<file path="config.mk">
export PLATFORM = sky130hd
export DESIGN_NAME = dual_mode_callstack
export DESIGN_NICKNAME = d
export VERILOG_FILES = /design/src/rtl/csc_pkg.sv /design/src/rtl/csc_cfg_reg.sv /design/src/rtl/csc_cycle_calc.sv /design/src/rtl/csc_seq.sv /design/src/rtl/dual_mode_callstack.sv
export SDC_FILE = /design/constraint.sdc
export NUM_CORES = 1
export LEC_CHECK = 0
export CAP_MARGIN = 20
export CORE_MARGIN = 4
export CORE_UTILIZATION = 52
export CTS_BUF_LIST = sky130_fd_sc_hd__clkbuf_8
export DETAILED_ROUTE_END_ITERATION = 8
export PLACE_DENSITY = 0.79
export SYNTH_ARGS = -nofsm -noshare
export SYNTH_HDL_FRONTEND = slang
export SYNTH_SLANG_ARGS = --single-unit
</file>
<file path="constraint.sdc">
create_clock -name clk -period 2.97 [get_ports clk]
set_clock_uncertainty 0.2 [all_clocks]
set_input_delay 0.7425 -clock clk [delete_from_list [all_inputs] [get_ports clk]]
set_output_delay 0.7425 -clock clk [all_outputs]
set_load 0.02 [all_outputs]
</file>
<file path="src/rtl/csc_pkg.sv">
package csc_pkg;
    localparam int PC_W       = 15;
    localparam int NIB_W      = 4;
    localparam int SP_W       = 8;
    localparam int BANK_W     = 2;
    localparam int DADDR_W    = 12;
    localparam logic [DADDR_W-1:0] CFG_ADDR = 12'hF84;
    localparam int NARROW_NIBS = 4;
    localparam int WIDE_NIBS   = 6;
    localparam int CYC_W       = 3;
    localparam int LONG_BASE   = 3;
    localparam int SHORT_BASE  = 2;

    typedef enum logic [1:0] {
        ST_IDLE = 2'd0,
        ST_PUSH = 2'd1,
        ST_POP  = 2'd2
    } seq_st_e;
endpackage

</file>
<file path="src/rtl/csc_cfg_reg.sv">
module csc_cfg_reg #(
    parameter int DADDR_W = csc_pkg::DADDR_W,
    parameter logic [DADDR_W-1:0] CFG_ADDR = csc_pkg::CFG_ADDR,
    parameter int BANK_W = csc_pkg::BANK_W
) (
    input  logic               clk,
    input  logic               rst_n,
    input  logic               wr_en,
    input  logic [DADDR_W-1:0] wr_addr,
    input  logic [3:0]         wr_data,
    input  logic               rel_branch,
    output logic [3:0]         cfg,
    output logic               mode_wide,
    output logic [BANK_W-1:0]  bank_eff,
    output logic               illegal
);
    localparam logic [3:0] CFG_RESET = 4'b1000;
    localparam logic [3:0] CFG_MASK  = 4'b1011;

    typedef struct packed {
        logic [3:0] cfg;
        logic       illegal;
    } cfg_s;

    cfg_s s_d, s_q;
    logic wr_hit;

    always_comb begin
        s_d     = s_q;
        wr_hit  = wr_en && (wr_addr == CFG_ADDR);
        if (wr_hit) begin
            s_d.cfg = wr_data & CFG_MASK;
        end
        s_d.illegal = rel_branch && s_q.cfg[3];
    end

    always_ff @(posedge clk) begin
        if (!rst_n) begin
            s_q.cfg     <= CFG_RESET;
            s_q.illegal <= 1'b0;
        end else begin
            s_q <= s_d;
        end
    end

    assign cfg       = s_q.cfg;
    assign mode_wide = ~s_q.cfg[3];
    assign bank_eff  = mode_wide ? s_q.cfg[BANK_W-1:0] : '0;
    assign illegal   = s_q.illegal;

    AST_CFG_WRITE: assert property (@(posedge clk) disable iff (!rst_n)
        (wr_en && wr_addr == CFG_ADDR) |=> (cfg == {$past(wr_data[3]), 1'b0, $past(wr_data[1:0])}));
    AST_CFG_HOLD: assert property (@(posedge clk) disable iff (!rst_n)
        !(wr_en && wr_addr == CFG_ADDR) |=> $stable(cfg));
    AST_ILLEGAL_NARROW: assert property (@(posedge clk) disable iff (!rst_n)
        (rel_branch && !mode_wide) |=> illegal);
    AST_ILLEGAL_WIDE: assert property (@(posedge clk) disable iff (!rst_n)
        (rel_branch && mode_wide) |=> !illegal);
endmodule

</file>
<file path="src/rtl/csc_cycle_calc.sv">
module csc_cycle_calc #(
    parameter int CYC_W      = csc_pkg::CYC_W,
    parameter int LONG_BASE  = csc_pkg::LONG_BASE,
    parameter int SHORT_BASE = csc_pkg::SHORT_BASE
) (
    input  logic             clk,
    input  logic             rst_n,
    input  logic             accept,
    input  logic             is_long,
    input  logic             wide,
    output logic [CYC_W-1:0] cycles
);
    localparam logic [CYC_W-1:0] LONG_C  = CYC_W'(LONG_BASE);
    localparam logic [CYC_W-1:0] SHORT_C = CYC_W'(SHORT_BASE);

    typedef struct packed {
        logic [CYC_W-1:0] cyc;
    } cyc_s;

    cyc_s s_d, s_q;

    always_comb begin
        s_d = s_q;
        if (accept) begin
            s_d.cyc = (is_long ? LONG_C : SHORT_C) + (wide ? CYC_W'(1) : CYC_W'(0));
        end
    end

    always_ff @(posedge clk) begin
        if (!rst_n) s_q <= '0;
        else        s_q <= s_d;
    end

    assign cycles = s_q.cyc;

    AST_CYC_RANGE: assert property (@(posedge clk) disable iff (!rst_n)
        accept |=> (cycles >= SHORT_C && cycles <= LONG_C + CYC_W'(1)));
    AST_CYC_HOLD: assert property (@(posedge clk) disable iff (!rst_n)
        !accept |=> $stable(cycles));
endmodule

</file>
<file path="src/rtl/csc_seq.sv">
module csc_seq #(
    parameter int PC_W        = csc_pkg::PC_W,
    parameter int NIB_W       = csc_pkg::NIB_W,
    parameter int SP_W        = csc_pkg::SP_W,
    parameter int BANK_W      = csc_pkg::BANK_W,
    parameter int NARROW_NIBS = csc_pkg::NARROW_NIBS,
    parameter int WIDE_NIBS   = csc_pkg::WIDE_NIBS
) (
    input  logic                     clk,
    input  logic                     rst_n,
    input  logic                     call_req,
    input  logic                     ret_req,
    input  logic [PC_W-1:0]          call_target,
    input  logic [PC_W-1:0]          ret_pc,
    input  logic                     mode_wide,
    input  logic [BANK_W-1:0]        bank_eff,
    input  logic [NIB_W-1:0]         ram_rdata,
    output logic                     busy,
    output logic                     accept_call,
    output logic                     ram_we,
    output logic [BANK_W+SP_W-1:0]   ram_addr,
    output logic [NIB_W-1:0]         ram_wdata,
    output logic                     pc_load,
    output logic [PC_W-1:0]          pc_out,
    output logic [SP_W-1:0]          sp_value
);
    import csc_pkg::*;

    localparam int FRAME_W = WIDE_NIBS * NIB_W;
    localparam int CNT_W   = $clog2(WIDE_NIBS);
    localparam logic [CNT_W-1:0] WIDE_LAST   = CNT_W'(WIDE_NIBS - 1);
    localparam logic [CNT_W-1:0] NARROW_LAST = CNT_W'(NARROW_NIBS - 1);

    typedef struct packed {
        seq_st_e             st;
        logic [SP_W-1:0]     sp;
        logic [CNT_W-1:0]    cnt;
        logic                wide;
        logic [BANK_W-1:0]   bank;
        logic [FRAME_W-1:0]  frame;
        logic [PC_W-1:0]     tgt;
        logic                ld;
        logic [PC_W-1:0]     pc;
    } seq_s;

    seq_s s_d, s_q;

    // clear the top program-counter bit when the narrow mode is in force
    function automatic logic [PC_W-1:0] fold_pc(input logic [PC_W-1:0] v, input logic wide);
        logic [PC_W-1:0] r;
        r = v;
        if (!wide) r[PC_W-1] = 1'b0;
        return r;
    endfunction

    logic [CNT_W-1:0] last_idx;
    logic [SP_W-1:0]  sp_dec;
    int               nib_pos;

    always_comb begin
        s_d         = s_q;
        s_d.ld      = 1'b0;
        accept_call = 1'b0;
        ram_we      = 1'b0;
        ram_wdata   = '0;
        ram_addr    = {s_q.bank, s_q.sp};
        last_idx    = s_q.wide ? WIDE_LAST : NARROW_LAST;
        sp_dec      = s_q.sp - SP_W'(1);
        nib_pos     = int'(s_q.cnt) * NIB_W;
        unique case (s_q.st)
            ST_IDLE: begin
                if (call_req) begin
                    accept_call = 1'b1;
                    s_d.st    = ST_PUSH;
                    s_d.wide  = mode_wide;
                    s_d.bank  = bank_eff;
                    s_d.cnt   = mode_wide ? WIDE_LAST : NARROW_LAST;
                    s_d.frame = FRAME_W'(fold_pc(ret_pc, mode_wide));
                    s_d.tgt   = fold_pc(call_target, mode_wide);
                end else if (ret_req) begin
                    s_d.st    = ST_POP;
                    s_d.wide  = mode_wide;
                    s_d.bank  = bank_eff;
                    s_d.cnt   = '0;
                    s_d.frame = '0;
                end
            end
            ST_PUSH: begin
                ram_we    = 1'b1;
                ram_addr  = {s_q.bank, sp_dec};
                ram_wdata = s_q.frame[nib_pos +: NIB_W];
                s_d.sp    = sp_dec;
                if (s_q.cnt == '0) begin
                    s_d.st = ST_IDLE;
                    s_d.ld = 1'b1;
                    s_d.pc = s_q.tgt;
                end else begin
                    s_d.cnt = s_q.cnt - CNT_W'(1);
                end
            end
            ST_POP: begin
                s_d.frame[nib_pos +: NIB_W] = ram_rdata;
                s_d.sp = s_q.sp + SP_W'(1);
                if (s_q.cnt == last_idx) begin
                    s_d.st = ST_IDLE;
                    s_d.ld = 1'b1;
                    s_d.pc = fold_pc(s_d.frame[PC_W-1:0], s_q.wide);
                end else begin
                    s_d.cnt = s_q.cnt + CNT_W'(1);
                end
            end
            default: s_d.st = ST_IDLE;
        endcase
    end

    always_ff @(posedge clk) begin
        if (!rst_n) begin
            s_q.st    <= ST_IDLE;
            s_q.sp    <= '0;
            s_q.cnt   <= '0;
            s_q.wide  <= 1'b0;
            s_q.bank  <= '0;
            s_q.frame <= '0;
            s_q.tgt   <= '0;
            s_q.ld    <= 1'b0;
            s_q.pc    <= '0;
        end else begin
            s_q <= s_d;
        end
    end

    assign busy     = (s_q.st != ST_IDLE);
    assign pc_load  = s_q.ld;
    assign pc_out   = s_q.pc;
    assign sp_value = s_q.sp;

    AST_NARROW_BANK0: assert property (@(posedge clk) disable iff (!rst_n)
        (busy && !s_q.wide) |-> (ram_addr[BANK_W+SP_W-1:SP_W] == '0));
    AST_SP_PREDEC: assert property (@(posedge clk) disable iff (!rst_n)
        ram_we |=> (sp_value == $past(ram_addr[SP_W-1:0])));
    AST_PC_TOP_LOW: assert property (@(posedge clk) disable iff (!rst_n)
        (pc_load && !s_q.wide) |-> !pc_out[PC_W-1]);
    AST_LOAD_PULSE: assert property (@(posedge clk) disable iff (!rst_n)
        pc_load |=> !pc_load);
    AST_BUSY_NO_ACCEPT: assert property (@(posedge clk) disable iff (!rst_n)
        busy |-> !accept_call);
endmodule

</file>
<file path="src/rtl/dual_mode_callstack.sv">
module dual_mode_callstack #(
    parameter int PC_W    = csc_pkg::PC_W,
    parameter int NIB_W   = csc_pkg::NIB_W,
    parameter int SP_W    = csc_pkg::SP_W,
    parameter int BANK_W  = csc_pkg::BANK_W,
    parameter int DADDR_W = csc_pkg::DADDR_W,
    parameter int CYC_W   = csc_pkg::CYC_W
) (
    input  logic                   clk,
    input  logic                   rst_n,
    input  logic                   dwr_en,
    input  logic [DADDR_W-1:0]     dwr_addr,
    input  logic [3:0]             dwr_data,
    input  logic                   call_req,
    input  logic                   call_long,
    input  logic [PC_W-1:0]        call_target,
    input  logic [PC_W-1:0]        ret_pc,
    input  logic                   ret_req,
    input  logic                   rel_branch,
    input  logic [NIB_W-1:0]       ram_rdata,
    output logic [3:0]             stk_cfg,
    output logic                   mode_wide,
    output logic [SP_W-1:0]        sp_value,
    output logic                   busy,
    output logic                   ram_we,
    output logic [BANK_W+SP_W-1:0] ram_addr,
    output logic [NIB_W-1:0]       ram_wdata,
    output logic                   pc_load,
    output logic [PC_W-1:0]        pc_out,
    output logic [CYC_W-1:0]       call_cycles,
    output logic                   illegal_branch
);
    logic [BANK_W-1:0] bank_eff;
    logic              accept_call;

    csc_cfg_reg #(
        .DADDR_W (DADDR_W),
        .BANK_W  (BANK_W)
    ) u_cfg (
        .clk        (clk),
        .rst_n      (rst_n),
        .wr_en      (dwr_en),
        .wr_addr    (dwr_addr),
        .wr_data    (dwr_data),
        .rel_branch (rel_branch),
        .cfg        (stk_cfg),
        .mode_wide  (mode_wide),
        .bank_eff   (bank_eff),
        .illegal    (illegal_branch)
    );

    csc_seq #(
        .PC_W   (PC_W),
        .NIB_W  (NIB_W),
        .SP_W   (SP_W),
        .BANK_W (BANK_W)
    ) u_seq (
        .clk         (clk),
        .rst_n       (rst_n),
        .call_req    (call_req),
        .ret_req     (ret_req),
        .call_target (call_target),
        .ret_pc      (ret_pc),
        .mode_wide   (mode_wide),
        .bank_eff    (bank_eff),
        .ram_rdata   (ram_rdata),
        .busy        (busy),
        .accept_call (accept_call),
        .ram_we      (ram_we),
        .ram_addr    (ram_addr),
        .ram_wdata   (ram_wdata),
        .pc_load     (pc_load),
        .pc_out      (pc_out),
        .sp_value    (sp_value)
    );

    csc_cycle_calc #(
        .CYC_W (CYC_W)
    ) u_cyc (
        .clk     (clk),
        .rst_n   (rst_n),
        .accept  (accept_call),
        .is_long (call_long),
        .wide    (mode_wide),
        .cycles  (call_cycles)
    );
endmodule

</file>
==> flow_metrics.env <==
export IMPL_ctsResizeCount=14
export IMPL_cp_required_ns=2.03
export IMPL_clkTransAtPathRegs_ns=0.08
export IMPL_fp_dieW_um=103
export IMPL_finalSetupViolations=0
export IMPL_path_class="register to primary output"
export IMPL_ctsHoldBuffers=0
export IMPL_nets=698
export IMPL_cp_max_fo=4
export IMPL_vias_per_cell=5.89
export IMPL_placed_area_sq_mm=0.00564
export IMPL_io_pins=106
export IMPL_critPathArrivalTime_ns=1.93
export IMPL_ys_seq_area_frac=0.334
export IMPL_worstPathCellList="or4_4 -> nor3_2 -> xor2_1 -> dlygate4sd2_1"
export IMPL_clock_tree_buffer_depth=2
export IMPL_synthDistinctLibCells=67
export IMPL_crit_path_max_incr_delay_ns=0.56
export IMPL_setup_tns_ns=0
export IMPL_fmax_mhz=349
export IMPL_maxSlewHeadroom=0.578
export IMPL_drv_slew=0
export IMPL_syn2layout_area_growth_pct=25.2
export IMPL_grt_antenna_before_repair=0
export IMPL_globalRouteTotalUtil=0.248
export IMPL_cts_tree="yes"
export IMPL_critical_path_depth=4
export IMPL_placementRows=34
export IMPL_synth_area_sq_mm=0.00467
export IMPL_switchingPower_mw=2.61
export IMPL_initial_core_util=0.536
export IMPL_grt_pass1_vias=4143
export IMPL_pwr_share_clk=0.145
export IMPL_holdWs_ns=0.256
export IMPL_rr_worst_depth=8
export IMPL_cp_end_kind="primary output"
export IMPL_p_int_mw=3.14
export IMPL_drc_errors=0
export IMPL_yosysWarningCount=0
export IMPL_die_height_um=103
export IMPL_crit_slowest_cell="or4_4"
export IMPL_routedWlPerCell_um=17.4
export IMPL_layout_drive_gt1_share=0.127
export IMPL_post_dp_hpwl_um=9600
export IMPL_synthFlopType="dfxtp_1"
export IMPL_worstSkewPairLatency_ns=0.36
export IMPL_core_sq_mm=0.00872
export IMPL_sw_frac_of_total=0.454
export IMPL_combPwrFrac=0.586
export IMPL_cts_inserted_buffers=9
export IMPL_drt_pass1_iterations=5
export IMPL_crit_path_start_kind="register"
export IMPL_avgSynthCellArea_sq_um=8.44
export IMPL_hold_viol=0
export IMPL_fin_crit_ns=2.87
export IMPL_ant_nets=0
export IMPL_setup_ws_ns=0.102
export IMPL_cts_sinks=78
export IMPL_cts_root_buf="clkbuf_8"
export IMPL_post_cts_buffers=0
export IMPL_min_period_over_period=0.966
export IMPL_gp_congestion=0.922
export IMPL_synth_edff_count=0
export IMPL_tightest_slew_ns=0.633
export IMPL_ir_drop_uv=478
export IMPL_port_buffers=103
export IMPL_async_flop_share=0
export IMPL_vias=4361
export IMPL_max_cap_viol_count=0
export IMPL_whs_path_depth=2
export IMPL_fin_area_sq_mm=0.00585
export IMPL_initialDrtViolationCount=297
export IMPL_cp_top_family="simple AND/OR/NAND/NOR gates"
export IMPL_grt_remaining_overflow=0
export IMPL_power_density_mw_per_mm2=982
export IMPL_totalWireLength_um=12800
export IMPL_run_status="complete, no violations"
export IMPL_htreeDepth=3
export IMPL_dp_worst_setup_slack_ns=0.0982
export IMPL_min_path_type="register to register"
export IMPL_seqPwrFrac=0.269
export IMPL_grt_pass1_wl_um=20500
export IMPL_synth_seq_cells=78
export IMPL_synth_nets=625
export IMPL_syn_inst=554
export IMPL_grt_max_degree=31
export IMPL_antennaDiodeCount=0
export IMPL_cp_num_buf_inv=1
export IMPL_die_area_sq_mm=0.0106
export IMPL_utilization=0.671
export IMPL_power_leakage_nw=2.27
## state kept, by name (all words and copies together), names as in the netlist
register        cells
u_cfg.cfg           3
u_cyc.cycles        3
u_cfg.illegal       1
u_seq.pc_load       1
u_seq.pc_out       15
u_seq.sp_value      8
u_seq.s_q          47
## layout make-up
class / count / area (sq um)
flip-flops and latches: 78 / 1570
clock buffers: 10 / 138
clock inverters: 6 / 68.8
inverters: 14 / 52.6
fillers: 738 / 2870
repair buffers: 128 / 1210
multi-input cells: 396 / 2680
well taps: 108 / 135
## power by group through the flow
stage | clock network (mW) | logic, mW | registers, mW
3_3_place_gp | 0 | 3.28 | 1.54
6_report | 0.832 | 3.37 | 1.55
5_1_grt | 0.888 | 3.71 | 1.57
3_5_place_dp | 0 | 3.37 | 1.55
2_1_floorplan | 0 | 2.46 | 1.50
4_1_cts | 0.843 | 3.35 | 1.54
## path summary, 6_finish.rpt
| check | end | from | slack (ns) |
|---|---|---|---|
| worst max-delay path | ram_addr[7] | u_seq.sp_value[2]$_SDFFE_PN0P_ | 0.10 |
| worst min-delay path | u_seq.s_q[22]$_SDFFE_PN0P_ | u_seq.s_q[22]$_SDFFE_PN0P_ | 0.26 |
| worst max register to register | u_seq.pc_out[2]$_SDFFE_PN0P_ | u_seq.s_q[58]$_SDFFE_PN0P_ | 0.14 |
| worst min register to register | u_seq.s_q[22]$_SDFFE_PN0P_ | u_seq.s_q[22]$_SDFFE_PN0P_ | 0.26 |
## tightest hold or removal path: cells and delay by family, from the launching register on
| family | cells | cell delay [ns] |
|---|---|---|
| AND/OR/NAND/NOR | 1 | 0.05 |
| AO/OA/AOI/OAI | 1 | 0.05 |
| flip-flops | 1 | 0.31 |
## cell usage after synthesis (all sizes together), types with 5 or more instances
cell     n  share of area
nor3     7         0.0075
a21oi   45          0.049
inv     14          0.011
clkbuf  21          0.017
ha      13          0.035
mux2i    9          0.019
nand2b   5         0.0067
and2     6         0.0080
o21ai   67          0.072
and3     8          0.011
nand2   64          0.051
o211ai   5         0.0080
mux2     9          0.027
xor2     8          0.015
xnor2    6          0.011
nand4    5         0.0067
nand3   11          0.012
buf     45          0.065
dfxtp   78           0.33
a31oi   24          0.032
nor2    25          0.020
a22oi    8          0.013
and4     5         0.0094
nor2b    5         0.0067
## layer usage
metal | share of wire | GRT usage
met4 | 0.032 | 0.0896
met3 | 0.084 | 0.0758
met1 | 0.42 | 0.320
met5 | 0 | 0
met2 | 0.46 | 0.395
## cells by family after synthesis
logic type | after synthesis | synth area share
AO/OA/AOI/OAI | 173 | 0.228
AND/OR/NAND/NOR | 172 | 0.214
buffers and inverters | 80 | 0.0932
flip-flops | 78 | 0.334
multiplexers | 22 | 0.0651
adder cells (fa/ha/maj) | 14 | 0.0391
XOR/XNOR | 14 | 0.0262
other | 1 | 0.000802
## cells in the final DEF, fill, tap and decap left out, types with 6 or more instances in the layout
master,count
inv_1,15
clkdlybuf4s50_1,93
buf_4,25
clkbuf_8,10
mux2_4,6
mux2i_1,9
a21oi_1,44
dlygate4sd2_1,8
nor3_1,6
nor2_1,25
nand2_1,64
nand3_1,11
o21ai_0,62
and2_1,6
a31oi_1,24
ha_1,12
and3_1,8
xor2_1,8
xnor2_1,6
a22oi_1,8
dfxtp_1,74
## metrics by stage
stage | power [mW] | cells
final | 5.75 | 740
after global routing | 6.17 | 740
after CTS | 5.73 | 740
after detailed placement | 4.92 | 724
after global placement | 4.83 | 724
after floorplan | 3.96 | 554
(Power assumes the default switching activity.)
